<file path="src/rtl/frp_pkg.sv">
package frp_pkg;
  typedef struct packed {
    logic tableWr;    // train entry of previous line
    logic lineLoad;   // capture current line index
    logic routeLoad;  // capture new prediction
  } frpStrobes_t;
endpackage

</file>
<file path="src/rtl/frp_ctrl.sv">
module frp_ctrl
  import frp_pkg::*;
#(
  parameter int CNT_W = 16
) (
  input  logic             clk,
  input  logic             rst_n,
  input  logic             fetchValid,
  input  logic             routeFilter,
  output frpStrobes_t      strobes,
  output logic [CNT_W-1:0] directCount
);
  localparam logic [CNT_W-1:0] CntMax = {CNT_W{1'b1}};

  logic cntInc;

  always_comb begin
    strobes.tableWr   = fetchValid;
    strobes.lineLoad  = fetchValid;
    strobes.routeLoad = fetchValid;
    cntInc            = fetchValid && !routeFilter;
  end

  always_ff @(posedge clk) begin
    if (!rst_n)
      directCount <= '0;
    else if (cntInc && directCount != CntMax)
      directCount <= directCount + 1'b1;
  end

  // counter steps by one on a direct-routed fetch below saturation
  p_cnt_step_r8: assert property (@(posedge clk) disable iff (!rst_n)
    (fetchValid && !routeFilter && directCount != CntMax)
      |=> directCount == $past(directCount) + 1'b1);

  // counter never wraps
  p_cnt_sat_r8: assert property (@(posedge clk) disable iff (!rst_n)
    (directCount == CntMax) |=> directCount == CntMax);

  // idle cycles leave the counter alone
  p_cnt_idle_r7: assert property (@(posedge clk) disable iff (!rst_n)
    !fetchValid |=> $stable(directCount));
endmodule

</file>
<file path="src/rtl/frp_datapath.sv">
module frp_datapath
  import frp_pkg::*;
#(
  parameter int ADDR_W = 32,
  parameter int OFF_W  = 4,
  parameter int IDX_W  = 4,
  parameter int PTAG_W = 4
) (
  input  logic              clk,
  input  logic              rst_n,
  input  logic [ADDR_W-1:0] fetchAddr,
  input  frpStrobes_t       strobes,
  output logic              routeFilter,
  output logic [IDX_W-1:0]  lastLine
);
  localparam int Lines   = 1 << IDX_W;
  localparam int TagBase = OFF_W + IDX_W;

  logic [PTAG_W-1:0] nextTag [Lines];
  logic [IDX_W-1:0]  curIdx;
  logic [PTAG_W-1:0] curTag;
  logic              predHit;

  always_comb begin
    curIdx  = fetchAddr[OFF_W +: IDX_W];
    curTag  = fetchAddr[TagBase +: PTAG_W];
    predHit = (nextTag[curIdx] == curTag);  // old contents on collision
  end

  always_ff @(posedge clk) begin
    if (!rst_n) begin
      for (int i = 0; i < Lines; i++) nextTag[i] <= '0;
    end else if (strobes.tableWr) begin
      nextTag[lastLine] <= curTag;
    end
  end

  always_ff @(posedge clk) begin
    if (!rst_n) begin
      lastLine    <= '0;
      routeFilter <= 1'b0;
    end else begin
      if (strobes.lineLoad)  lastLine    <= curIdx;
      if (strobes.routeLoad) routeFilter <= predHit;
    end
  end

  // line register follows each valid fetch
  p_line_track_r3: assert property (@(posedge clk) disable iff (!rst_n)
    strobes.lineLoad |=> lastLine == $past(curIdx));

  // trained entry holds the fetched partial tag afterwards
  p_train_r4: assert property (@(posedge clk) disable iff (!rst_n)
    strobes.tableWr |=> nextTag[$past(lastLine)] == $past(curTag));

  // collision with differing tag predicts from old value (miss)
  p_read_old_r6: assert property (@(posedge clk) disable iff (!rst_n)
    (strobes.routeLoad && lastLine == curIdx && nextTag[curIdx] != curTag)
      |=> !routeFilter);

  // idle cycles hold route and line state
  p_hold_idle_r7: assert property (@(posedge clk) disable iff (!rst_n)
    !strobes.routeLoad |=> $stable(routeFilter) && $stable(lastLine));
endmodule

</file>
<file path="src/rtl/fetch_route_predictor.sv">
module fetch_route_predictor
  import frp_pkg::*;
#(
  parameter int ADDR_W = 32,
  parameter int OFF_W  = 4,
  parameter int IDX_W  = 4,
  parameter int PTAG_W = 4,
  parameter int CNT_W  = 16
) (
  input  logic              clk,
  input  logic              rst_n,
  input  logic              fetchValid,
  input  logic [ADDR_W-1:0] fetchAddr,
  output logic              routeFilter,
  output logic [IDX_W-1:0]  lastLine,
  output logic [CNT_W-1:0]  directCount
);
  frpStrobes_t strobes;

  frp_ctrl #(.CNT_W(CNT_W)) u_ctrl (
    .clk         (clk),
    .rst_n       (rst_n),
    .fetchValid  (fetchValid),
    .routeFilter (routeFilter),
    .strobes     (strobes),
    .directCount (directCount)
  );

  frp_datapath #(
    .ADDR_W (ADDR_W),
    .OFF_W  (OFF_W),
    .IDX_W  (IDX_W),
    .PTAG_W (PTAG_W)
  ) u_dp (
    .clk         (clk),
    .rst_n       (rst_n),
    .fetchAddr   (fetchAddr),
    .strobes     (strobes),
    .routeFilter (routeFilter),
    .lastLine    (lastLine)
  );
endmodule

</file>
<file path="config.mk">
export PLATFORM = sky130hd
export DESIGN_NAME = fetch_route_predictor
export DESIGN_NICKNAME = d
export VERILOG_FILES = /design/src/rtl/frp_pkg.sv /design/src/rtl/frp_ctrl.sv /design/src/rtl/frp_datapath.sv /design/src/rtl/fetch_route_predictor.sv
export SDC_FILE = /design/constraint.sdc
export NUM_CORES = 1
export LEC_CHECK = 0
export ABC_AREA = 1
export BUFFER_PORTS_ARGS = -buffer_cell sky130_fd_sc_hd__buf_2
export CORE_MARGIN = 2
export CORE_UTILIZATION = 52
export CTS_CLUSTER_DIAMETER = 50
export CTS_CLUSTER_SIZE = 30
export DETAILED_ROUTE_END_ITERATION = 10
export HOLD_SLACK_MARGIN = 0.08
export PLACE_DENSITY = 0.73
export SLEW_MARGIN = 40
export SYNTH_ARGS = -nofsm -noshare
export SYNTH_HDL_FRONTEND = slang
export SYNTH_SLANG_ARGS = --single-unit
export TNS_END_PERCENT = 1
</file>
<file path="constraint.sdc">
create_clock -name clk -period 1.48 [get_ports clk]
set_clock_uncertainty 0.1 [all_clocks]
set_input_delay 0.148 -clock clk [delete_from_list [all_inputs] [get_ports clk]]
set_output_delay 0.148 -clock clk [all_outputs]
set_load 0.05 [all_outputs]
</file>
Word-level counts from Yosys, hierarchy flattened --
Memory sizes are Yosys's and may differ from the RTL's. Index checks and enable logic that the tools add are counted.
Word-level totals: bits in latches 0, memories 1, register bits 21, bits of input ports 35, bits in writable memories 64, ROM bits 0
Memories:
- u_dp.nextTag | depth 16, width 4, read ports 1, clocked after Yosys merged registers in 0, wr ports 16, line frp_datapath.sv:19 | logic [PTAG_W-1:0] nextTag [Lines];
Cells by class: eq/ne operators 2, add/subtract/negate cells 1, reductions and logical operators 4, shifts and indexed selects 0, bitwise gates (word level) 0, $lt $le $gt $ge 0, multiply operators 0, mux-type cells 7, div/mod/pow operators 0
Operators by type and width (number):
- adder 16 x 1 -> 16 bit (second input constant) | 1
- inequality test 16 bit (second input constant) | 1
- two-way mux 4 bit | 2
- two-way mux 1 bit | 5
- == test 4 bit | 1
- OR reduction 4 bit | 1
- logical AND 1 bit | 2
- logical NOT 1 bit | 1

Depth between registers and ports, before layout --
Gate-level depths: netlist (run 1).
word-level depth 5, mapped depth 14, depth with buffers taken out 12

Modules after synthesis --
From an unflattened synthesis (run 1), not the netlist that was laid out.
Unflattened totals: cell total of the unflattened synthesis 562, area, all modules 4399.2 um2
By module, submodules not included:
- frp_datapath | cells an instance 389, times used 1, area each 3362.0 um2, sequential area each 2021.9 um2
- frp_ctrl | cells an instance 173, times used 1, area each 1037.2 um2, sequential area each 320.3 um2

Worst setup path after synthesis (run 1) --
No wires, ideal clock.
kind reg2reg, from register u_ctrl.directCount[0], to register u_ctrl.directCount[3], path buffers 1, arrival time 1.801 ns, slack -0.569 ns, cell stages (with the launch flop) 10, period minus slack after synthesis 2.049 ns, path through dfxtp_1 > ha_1 > nand4_2 > nor3_2 > nand2_1 > nand2_2 > buf_6 > nor2_1 > o21ai_0 > a21oi_1
Between the ends: word-level cells in the longest chain between the ends 2, elaborated cells between the ends (all ways) 3, those cells by class add/sub: 1; eq/ne: 1; reduce/logical: 1
RTL lines:
- from (decl) | line frp_ctrl.sv:11 | output logic [CNT_W-1:0] directCount
- from (signal assigned) | line frp_ctrl.sv:28 | directCount <= directCount + 1'b1;
- branches (longest 2 deep; another with adder 16 x 1 -> 16 bit)
Several ways; the timed one is not identified. A chain may end at the register's enable or synchronous reset.

Worst setup path after layout (run 1) --
from register u_ctrl.directCount[0], to register u_ctrl.directCount[13]
Same word-level chain as after synthesis.

==> metrics.md, run 1 <==
| Metric | Value |
|---|---|
| Status | `finished, violations left` |
| Failing checks | `setup timing` |
| Global-route wire length before repair | `16700 um` |
| CP arrival | `roughly 1800 ps` |
| Core Rows | `32` |
| Met3 wire len | `501 um` |
| Setup slack after layout | `-165 ps` |
| # DRC | `0` |
| Distinct cells, synth | `30` |
| CTS Buf Count | `9` |
| Yosys reg bits | `85` |
| Syn Inst Count | `around 500` |
| Sequential share of the synthesized area | `0.563` |
| Die X | `93.4 um` |
| Clk pin slew, worst setup/hold paths | `90 ps` |
| IO Count | `56` |
| Sum Neg Setup Slack | `-1370 ps` |
| Max Clock Freq | `608 MHz` |
| WL per Instance | `roughly 14 um` |
| Final Hold Viols | `0` |
| Grt total ovfl | `0` |
| Peak VDD IR | `roughly 500 uV` |
| Initial Util | `0.538` |
| Clock buffer depth | `2` |
| Core Util, Final | `0.683` |
| Max Cap Viol | `0` |
| Via/cell ratio | `5.12` |
| CP Launch Point | `u_ctrl.directCount[0]` |
| Diode count | `0` |
| Number of global-route vias before repair | `between 3000 and 4000` |
| Worst hold path type | `in -> reg` |
| WHS | `116 ps` |
| Pin count of the biggest net entering global routing | `32` |
| Required @ worst endpoint | `1630 ps` |
| Placed cell area | `0.00498 sq mm` |
| Nets@finish | `632` |
| DRT iter0 DRCs | `198` |
| LEAKAGE | `~2.4 nW` |
| Post-synth ARST share | `0` |
| Antenna violations before repair | `0` |
| Skew-Pair Late Insertion Delay | `350 ps` |
| I/O Buffers | `31` |
| Drt pass-1 iters | `5` |
| Cells taking the most area after synthesis | `edfxtp_1 46%, nand2_1 12%, dfxtp_1 10%` |
| Routed vias | `around 3600` |
| Overall routing resource usage | `0.247` |
| Min Tclk post-route | `between 1500 and 2000 ps` |
| Main synth FF type | `edfxtp_1` |
| Root buffer cell | `clkbuf_8` |
| WL met2 | `around 5000 um` |
| Power per cell area | `approximately 900 mW/mm^2` |
| Post-synth EDFFs | `64` |
| Most common cell in the netlist | `nand2_1` |
| Commonest cells in the netlist | `133 x nand2_1, 95 x nor2_1, 64 x edfxtp_1, 48 x inv_1, 47 x nand3_1` |
| Final period utilization | `1.11` |
| Worst setup SP type | `register` |
| Area delta synth->final | `26.9%` |
| Yosys Warn Count | `0` |
| CTS tree | `built` |
| Worst hold start | `fetchAddr[8]` |
| Die footprint | `between 0.008 and 0.009 sq mm` |
| Syn_area_per_cell | `8.25 sq um` |
| Placed cells | `683` |
| Placer Congestion | `approximately 0.89` |
| Max-slew violations | `0` |
| Post-DP HPWL | `between 7000 and 8000 um` |
| Final Instance Area | `0.00528 sq mm` |
| # H-tree levels | `3` |
| WL final | `between 9000 and 10000 um` |
| Unrepaired setup endpoints after global routing | `true` |
| Top sig layer | `met4` |
| Syn Nets | `540` |
| Layout Cells excl Fill | `approximately 700` |
| Fraction of layout cells with a size suffix above 1 | `0.275` |
| DIE HEIGHT | `93.4 um` |
| Sink Count | `85` |
| M1 WL | `4280 um` |
| R2R Path Start | `u_ctrl.directCount[0]` |
| Worst-margin pin slew | `394 ps` |
| Synth Cell Area | `0.00416 sq mm` |
| Post-route ant nets | `0` |
| Synth top area share | `0.462` |
| Setup violators final | `15` |
| Kind of critical path | `reg -> reg` |
| Worst-path maximum fanout | `4` |
| Core area | `0.00773 sq mm` |
| Synth area leader | `edfxtp_1` |
| Critical Path End Type | `register` |
| Slew margin rel. | `0.736` |
layer usage:
metal	track usage	up-vias
met1	0.324	1660
met3	0.0395	14
met2	0.414	111
met5	0	-
li1	-	1811
met4	0.0931	0
registers in the layout, summed over array words and instances (netlist names):
signal and cells:
u_dp.nextTag 64, u_ctrl.directCount 16, u_dp.lastLine 4, u_dp.routeFilter 1
cells by family after synthesis:
family                     count (synthesis)  synth area share
AOI/OAI and AO/OA                         43            0.0538
adders and majority gates                  1           0.00301
buffers and inverters                     76            0.0776
DFF                                       85             0.563
xor gates and xnor gates                   4           0.00842
and+or+nand+nor                          295             0.294
what timing repair did:
action	CTS	global route
pin swaps	3	5
hold buffers	2	0
hold endpoints to repair	5	0
buffers inserted	0	2
resized for setup	7	13
setup endpoints to repair	16	57
layout by cell type (no fill, tap or decap), types with 2 or more instances in the layout:
cell / Yosys / layout
nand2_1: 133 / 129
o21ai_0: 19 / 17
a21oi_1: 19 / 19
nand2_2: 4 / 7
nand3_2: 1 / 4
inv_6: 0 / 2
buf_12: 0 / 6
buf_2: 7 / 31
nor3_1: 8 / 8
buf_4: 5 / 61
nor2_2: 1 / 4
nand3_1: 47 / 43
edfxtp_1: 64 / 64
inv_4: 1 / 2
inv_2: 3 / 3
dlygate4sd3_1: 0 / 2
dfxtp_4: 0 / 5
clkinv_1: 4 / 4
nor2_1: 95 / 92
o21ai_1: 2 / 3
nor3_4: 0 / 2
xor2_1: 4 / 3
clkbuf_8: 0 / 9
dfxtp_2: 0 / 14
dfxtp_1: 21 / 2
inv_1: 48 / 48
path summary, 6_finish.rpt:
check / slack (ps) / end / cells past startpoint
setup / recovery: -170 / u_ctrl.directCount[13] / 10
hold / removal: 120 / u_dp.routeFilter / 5
setup reg to reg: -170 / u_ctrl.directCount[13] / 10
hold reg to reg: 380 / u_ctrl.directCount[15] / 2
per-stage QoR:
stage          setup WS (ps)  total power, W
2_1_floorplan           -168         0.00307
3_3_place_gp           -88.4         0.00329
3_5_place_dp            -134         0.00331
4_1_cts                 -127         0.00486
5_1_grt                 -296         0.00504
6_report                -165         0.00485
cell type report:
cell class,count,area [sq um]
flip-flops and latches,85,2380
repair buffers,101,764
well taps,102,128
multi-input cells,343,1600
clock inverters,6,42.5
fillers,616,2450
clock buffers,10,149
inverters,56,215
power by group:
group          total [W]  switching (W)  internal, W
clock            0.00156       0.000841     0.000719
sequential       0.00267      0.0000390      0.00263
combinational   0.000613       0.000386     0.000227
total            0.00485        0.00127      0.00358
critical path: stages, from the launching register on:
cell and delay, ps:
dfxtp_4 370, ha_4 170, nand4_4 90, nor3_4 50, nand2_1 70, nand2_2 100, buf_6 140, nor3_4 230
nand3_2 110, nand2_2 70, a21oi_2 30
Power figures use the tool's default switching activity.
==> inputs of run 2 (changes only) <==
--- a/config.mk
+++ b/config.mk
@@ -14,6 +14,7 @@
 export DETAILED_ROUTE_END_ITERATION = 10
 export HOLD_SLACK_MARGIN = 0.08
 export PLACE_DENSITY = 0.73
+export SKIP_CTS_REPAIR_TIMING = 1
 export SLEW_MARGIN = 40
 export SYNTH_ARGS = -nofsm -noshare
 export SYNTH_HDL_FRONTEND = slang
==> metrics.md, run 2 (synthesis gave the netlist of run 1 again) <==
| Metric | Value |
|---|---|
| Clock buffer depth | `2` |
| Initial Util | `0.538` |
| Antenna violations before repair | `0` |
| Clock share of power | `0.324` |
| Max Cap Viol | `0` |
| Kind of critical path | `reg -> reg` |
| DRT iter0 DRCs | `244` |
| Worst hold path type | `in -> reg` |
| Drt pass-1 iters | `5` |
| Skew-Pair Late Insertion Delay | `360 ps` |
| # DRC | `0` |
| Placed cell area | `between 0.004 and 0.005 sq mm` |
| Net Sw Frac | `0.262` |
| Grt total ovfl | `0` |
| Final Instance Area | `about 0.0053 sq mm` |
| Peak VDD IR | `502 uV` |
| Max Clock Freq | `609 MHz` |
| DIE HEIGHT | `93.4 um` |
| Global-route wire length before repair | `16600 um` |
| Top Registers | `u_dp.nextTag x64, u_ctrl.directCount x16, u_dp.lastLine x4` |
| Sink Count | `85` |
| Critical Path End Type | `register` |
| WL per Instance | `14.0 um` |
| Register Area | `0.00238 sq mm` |
| Slew margin rel. | `0.740` |
| Failing checks | `setup timing` |
| Clk pin slew, worst setup/hold paths | `roughly 100 ps` |
| Setup violators final | `16` |
| Setup slack after layout | `-161 ps` |
| Post-route ant nets | `0` |
| Required @ worst endpoint | `1630 ps` |
| Overall routing resource usage | `0.245` |
| Worst-margin pin slew | `388 ps` |
| Min Tclk post-route | `1640 ps` |
| # H-tree levels | `3` |
| Final Hold Viols | `0` |
| Core Rows | `32` |
| Diode count | `0` |
| I/O Buffers | `31` |
| Leading cell type in the layout, fill and taps excluded | `nand2_1` |
| Worst setup SP type | `register` |
| Post-DP HPWL | `7160 um` |
| Share of power burned in registers | `0.551` |
| Area delta synth->final | `26.4%` |
| Power Total | `0.00485 W` |
| Most frequent cells in the layout | `129 x nand2_1, 93 x nor2_1, 64 x edfxtp_1` |
| Top reg by flops | `u_dp.nextTag` |
| Root buffer cell | `clkbuf_8` |
| Int Pwr | `0.00358 W` |
| Fraction of layout cells with a size suffix above 1 | `0.268` |
| Number of global-route vias before repair | `3552` |
| Routed vias | `3591` |
| Pin count of the biggest net entering global routing | `32` |
| Fillers | `617` |
| Via/cell ratio | `approximately 5.1` |
| LEAKAGE | `about 2.4 nW` |
| Multi-input gate area | `0.00158 sq mm` |
| Nets@finish | `around 630` |
| Core area | `around 0.0077 sq mm` |
| Power per cell area | `around 900 mW/mm^2` |
| Unrepaired setup endpoints after global routing | `true` |
| CTS tree | `built` |
| CTS Buf Count | `9` |
| Die X | `93.4 um` |
| IO Count | `56` |
| Die footprint | `a little under 0.009 sq mm` |
| Worst-path maximum fanout | `4` |
| Final period utilization | `1.11` |
| CP arrival | `between 1500 and 2000 ps` |
| Status | `finished, violations left` |
| WL final | `just under 10000 um` |
| Placer Congestion | `0.885` |
| P_sw | `~0.0013 W` |
| Max reg flops | `64` |
| Logic pwr share | `0.125` |
| Max-slew violations | `0` |
==> run 2: cell count changes in the layout (fill, tap and decap cells not counted) <==
cell | before | now
nand3_1 | 43 | 44
o21ai_2 | 1 | 0
xor2_2 | 1 | 0
xor2_1 | 3 | 4
nor2_1 | 92 | 93
o21ai_1 | 3 | 4
nand3_2 | 4 | 3
nor2_2 | 4 | 3
==> run 2: worst max-delay path, stage by stage (launching register included) <==
cell	delay (ps)
dfxtp_4	370
ha_4	170
nand4_4	90
nor3_4	50
nand2_1	70
nand2_2	90
buf_6	140
nor3_4	240
nand3_2	110
nand2_2	70
a21oi_2	30
==> run 2: power by group through the flow <==
stage                     sequential [W]  combinational, W  clock (W)
after global placement           0.00272          0.000569          0
after detailed placement         0.00273          0.000581          0
after floorplan                  0.00277          0.000300          0
after CTS                        0.00267          0.000585    0.00159
after global routing             0.00268          0.000673    0.00168
final                            0.00267          0.000607    0.00157
==> run 2: final timing paths <==
kind,startpoint,to,slack (ps),cells past startpoint
max,u_ctrl.directCount[0],u_ctrl.directCount[13],-160,10
min,fetchAddr[7],u_dp.lastLine[3],90,3
max reg2reg,u_ctrl.directCount[0],u_ctrl.directCount[13],-160,10
min reg2reg,u_ctrl.directCount[15],u_ctrl.directCount[15],380,2
==> run 2: through the flow <==
| step | hold slack, ps | worst slack (ps) | cells | util | TNS (ps) |
|---|---|---|---|---|---|
| floorplan | 223 | -168 | 504 | - | -10220 |
| global placement | 352 | -88.4 | 683 | 0.644 | -636 |
| detailed placement | 358 | -134 | 683 | 0.644 | -1450 |
| CTS | -29.8 | -165 | 699 | 0.669 | -1780 |
| global route | 125 | -276 | 703 | 0.681 | -3560 |
| finish | 92.3 | -161 | 703 | 0.681 | -1110 |
==> run 2: layer usage <==
metal,GRT usage,share of wire,vias up
met1,0.322,0.42,1652
li1,-,-,1806
met4,0.0931,0.018,0
met5,0,0,-
met2,0.409,0.50,119
met3,0.0395,0.060,14
==> run 2: layout make-up <==
class | instances | area share
clock buffers | 10 | 0.0283
well taps | 102 | 0.0243
repair buffers | 101 | 0.145
flip-flops and latches | 85 | 0.452
inverters | 56 | 0.0409
multi-input cells | 343 | 0.301
clock inverters | 6 | 0.00809
==> inputs of run 3 (changes only) <==
--- a/config.mk
+++ b/config.mk
@@ -14,6 +14,7 @@
 export DETAILED_ROUTE_END_ITERATION = 10
 export HOLD_SLACK_MARGIN = 0.08
 export PLACE_DENSITY = 0.73
+export RECOVER_POWER = 50
 export SKIP_CTS_REPAIR_TIMING = 1
 export SLEW_MARGIN = 40
 export SYNTH_ARGS = -nofsm -noshare
==> metrics.md, run 3 (synthesis gave the netlist of run 1 again) <==
| Metric | Value |
|---|---|
| # H-tree levels | `3` |
| Final Instance Area | `0.00526 sq mm` |
| IO Count | `56` |
| Peak VDD IR | `501 uV` |
| Via/cell ratio | `between 5 and 6` |
| Crit path cell chain | `ha_4 -> nand4_4 -> nor3_4 -> nand2_1 -> nand2_2 -> buf_6 -> nor3_4 -> nand3_2 -> nand2_2 -> a21oi_2` |
| Number of global-route vias before repair | `3552` |
| Initial Util | `0.538` |
| DRT iter0 DRCs | `241` |
| Unrepaired setup endpoints after global routing | `true` |
| WL final | `9810 um` |
| CTS Buf Count | `9` |
| Kind of critical path | `reg -> reg` |
| Placed cells | `683` |
| Max Clock Freq | `611 MHz` |
| Max reg flops | `64` |
| Max-slew violations | `0` |
| Most frequent cells in the layout | `129 x nand2_1, 93 x nor2_1, 64 x edfxtp_1` |
| Clk pin slew, worst setup/hold paths | `90 ps` |
| CP arrival | `between 1500 and 2000 ps` |
| Buf+Inv Stages, Crit Path | `1` |
| Diode count | `0` |
| Max Cap Viol | `0` |
| Top Family by Delay on Critical Path | `simple AND/OR/NAND/NOR gates` |
| Overall routing resource usage | `0.245` |
| Antenna violations before repair | `0` |
| Leading cell type in the layout, fill and taps excluded | `nand2_1` |
| Global-route wire length before repair | `16600 um` |
| Power per cell area | `about 900 mW/mm^2` |
| Nets@finish | `632` |
| Post-route ant nets | `0` |
| Sink Count | `85` |
| Power Total | `around 0.0048 W` |
| Dpl ws | `-134 ps` |
| Final period utilization | `1.10` |
| CP max stage delay | `370 ps` |
| Die X | `93.4 um` |
| Top Registers | `u_dp.nextTag x64, u_ctrl.directCount x16, u_dp.lastLine x4` |
| Core area | `0.00773 sq mm` |
| Grt total ovfl | `0` |
| Fraction of layout cells with a size suffix above 1 | `0.265` |
| Routed vias | `3591` |
| Core Util, Final | `0.680` |
| Area delta synth->final | `26.3%` |
| Placed cell area | `about 0.005 sq mm` |
| Layout Cells excl Fill | `703` |
| DIE HEIGHT | `~93 um` |
| Core Rows | `32` |
| Critical Path End Type | `register` |
| LEAKAGE | `2.37 nW` |
| Failing checks | `setup timing` |
| Required @ worst endpoint | `1630 ps` |
| CTS tree | `built` |
| Worst-path maximum fanout | `4` |
| Status | `finished, violations left` |
| Pin count of the biggest net entering global routing | `32` |
| Post-DP HPWL | `7160 um` |
| Placer Congestion | `~0.89` |
| Root buffer cell | `clkbuf_8` |
| Slew margin rel. | `0.739` |
| Worst hold path type | `in -> reg` |
| Worst path slowest cell | `dfxtp_4` |
| Drt pass-1 iters | `5` |
| Skew-Pair Late Insertion Delay | `between 300 and 400 ps` |
| Final Hold Viols | `0` |
| Worst-margin pin slew | `about 390 ps` |
| Clock buffer depth | `2` |
| Worst setup SP type | `register` |
| Die footprint | `around 0.0087 sq mm` |
| Setup slack after layout | `-155 ps` |
| # DRC | `0` |
| Min Tclk post-route | `1640 ps` |
| I/O Buffers | `31` |
| Setup violators final | `16` |
| Top reg by flops | `u_dp.nextTag` |
| WL per Instance | `14.0 um` |
run 3: through the flow:
stage | hold WS, ps | TNS (ps)
floorplan | 223 | -10220
global placement | 352 | -636
detailed placement | 358 | -1450
CTS | -29.8 | -1780
global route | 125 | -3660
finish | 92.8 | -1070
run 3: final cells by class:
type                       count  area [sq um]
multi-input combinational    343          1580
tap                          102           128
inverter                      56           215
clock buffer                  10           149
timing repair buffer         101           759
fill                         619          2470
clock inverter                 6          42.5
sequential                    85          2380
run 3: final timing paths:
| check | slack (ps) | endpoint | from | depth (start not counted) |
|---|---|---|---|---|
| setup / recovery | -160 | u_ctrl.directCount[13] | u_ctrl.directCount[0] | 10 |
| setup reg to reg | -160 | u_ctrl.directCount[13] | u_ctrl.directCount[0] | 10 |
| hold / removal | 90 | u_dp.lastLine[3] | fetchAddr[7] | 3 |
| hold reg to reg | 380 | u_ctrl.directCount[15] | u_ctrl.directCount[15] | 2 |
run 3: where the power goes:
group	switching (W)	internal [W]
sequential	0.0000386	0.00263
combinational	0.000382	0.000223
clock	0.000846	0.000719
total	0.00127	0.00358
run 3: worst register-to-register path, stage by stage, from the launching register on:
cell	delay, ps
dfxtp_4	370
ha_4	170
nand4_4	90
nor3_4	50
nand2_1	70
nand2_2	90
buf_6	140
nor3_4	240
nand3_2	110
nand2_2	70
a21oi_2	30
run 3: routing by layer:
metal  vias to the layer above  wire (um)  track usage
met2                       108       4860        0.409
met5                         -          0            0
met1                      1658       4220        0.322
met3                        16        531       0.0395
li1                       1809          -            -
met4                         0        189       0.0931
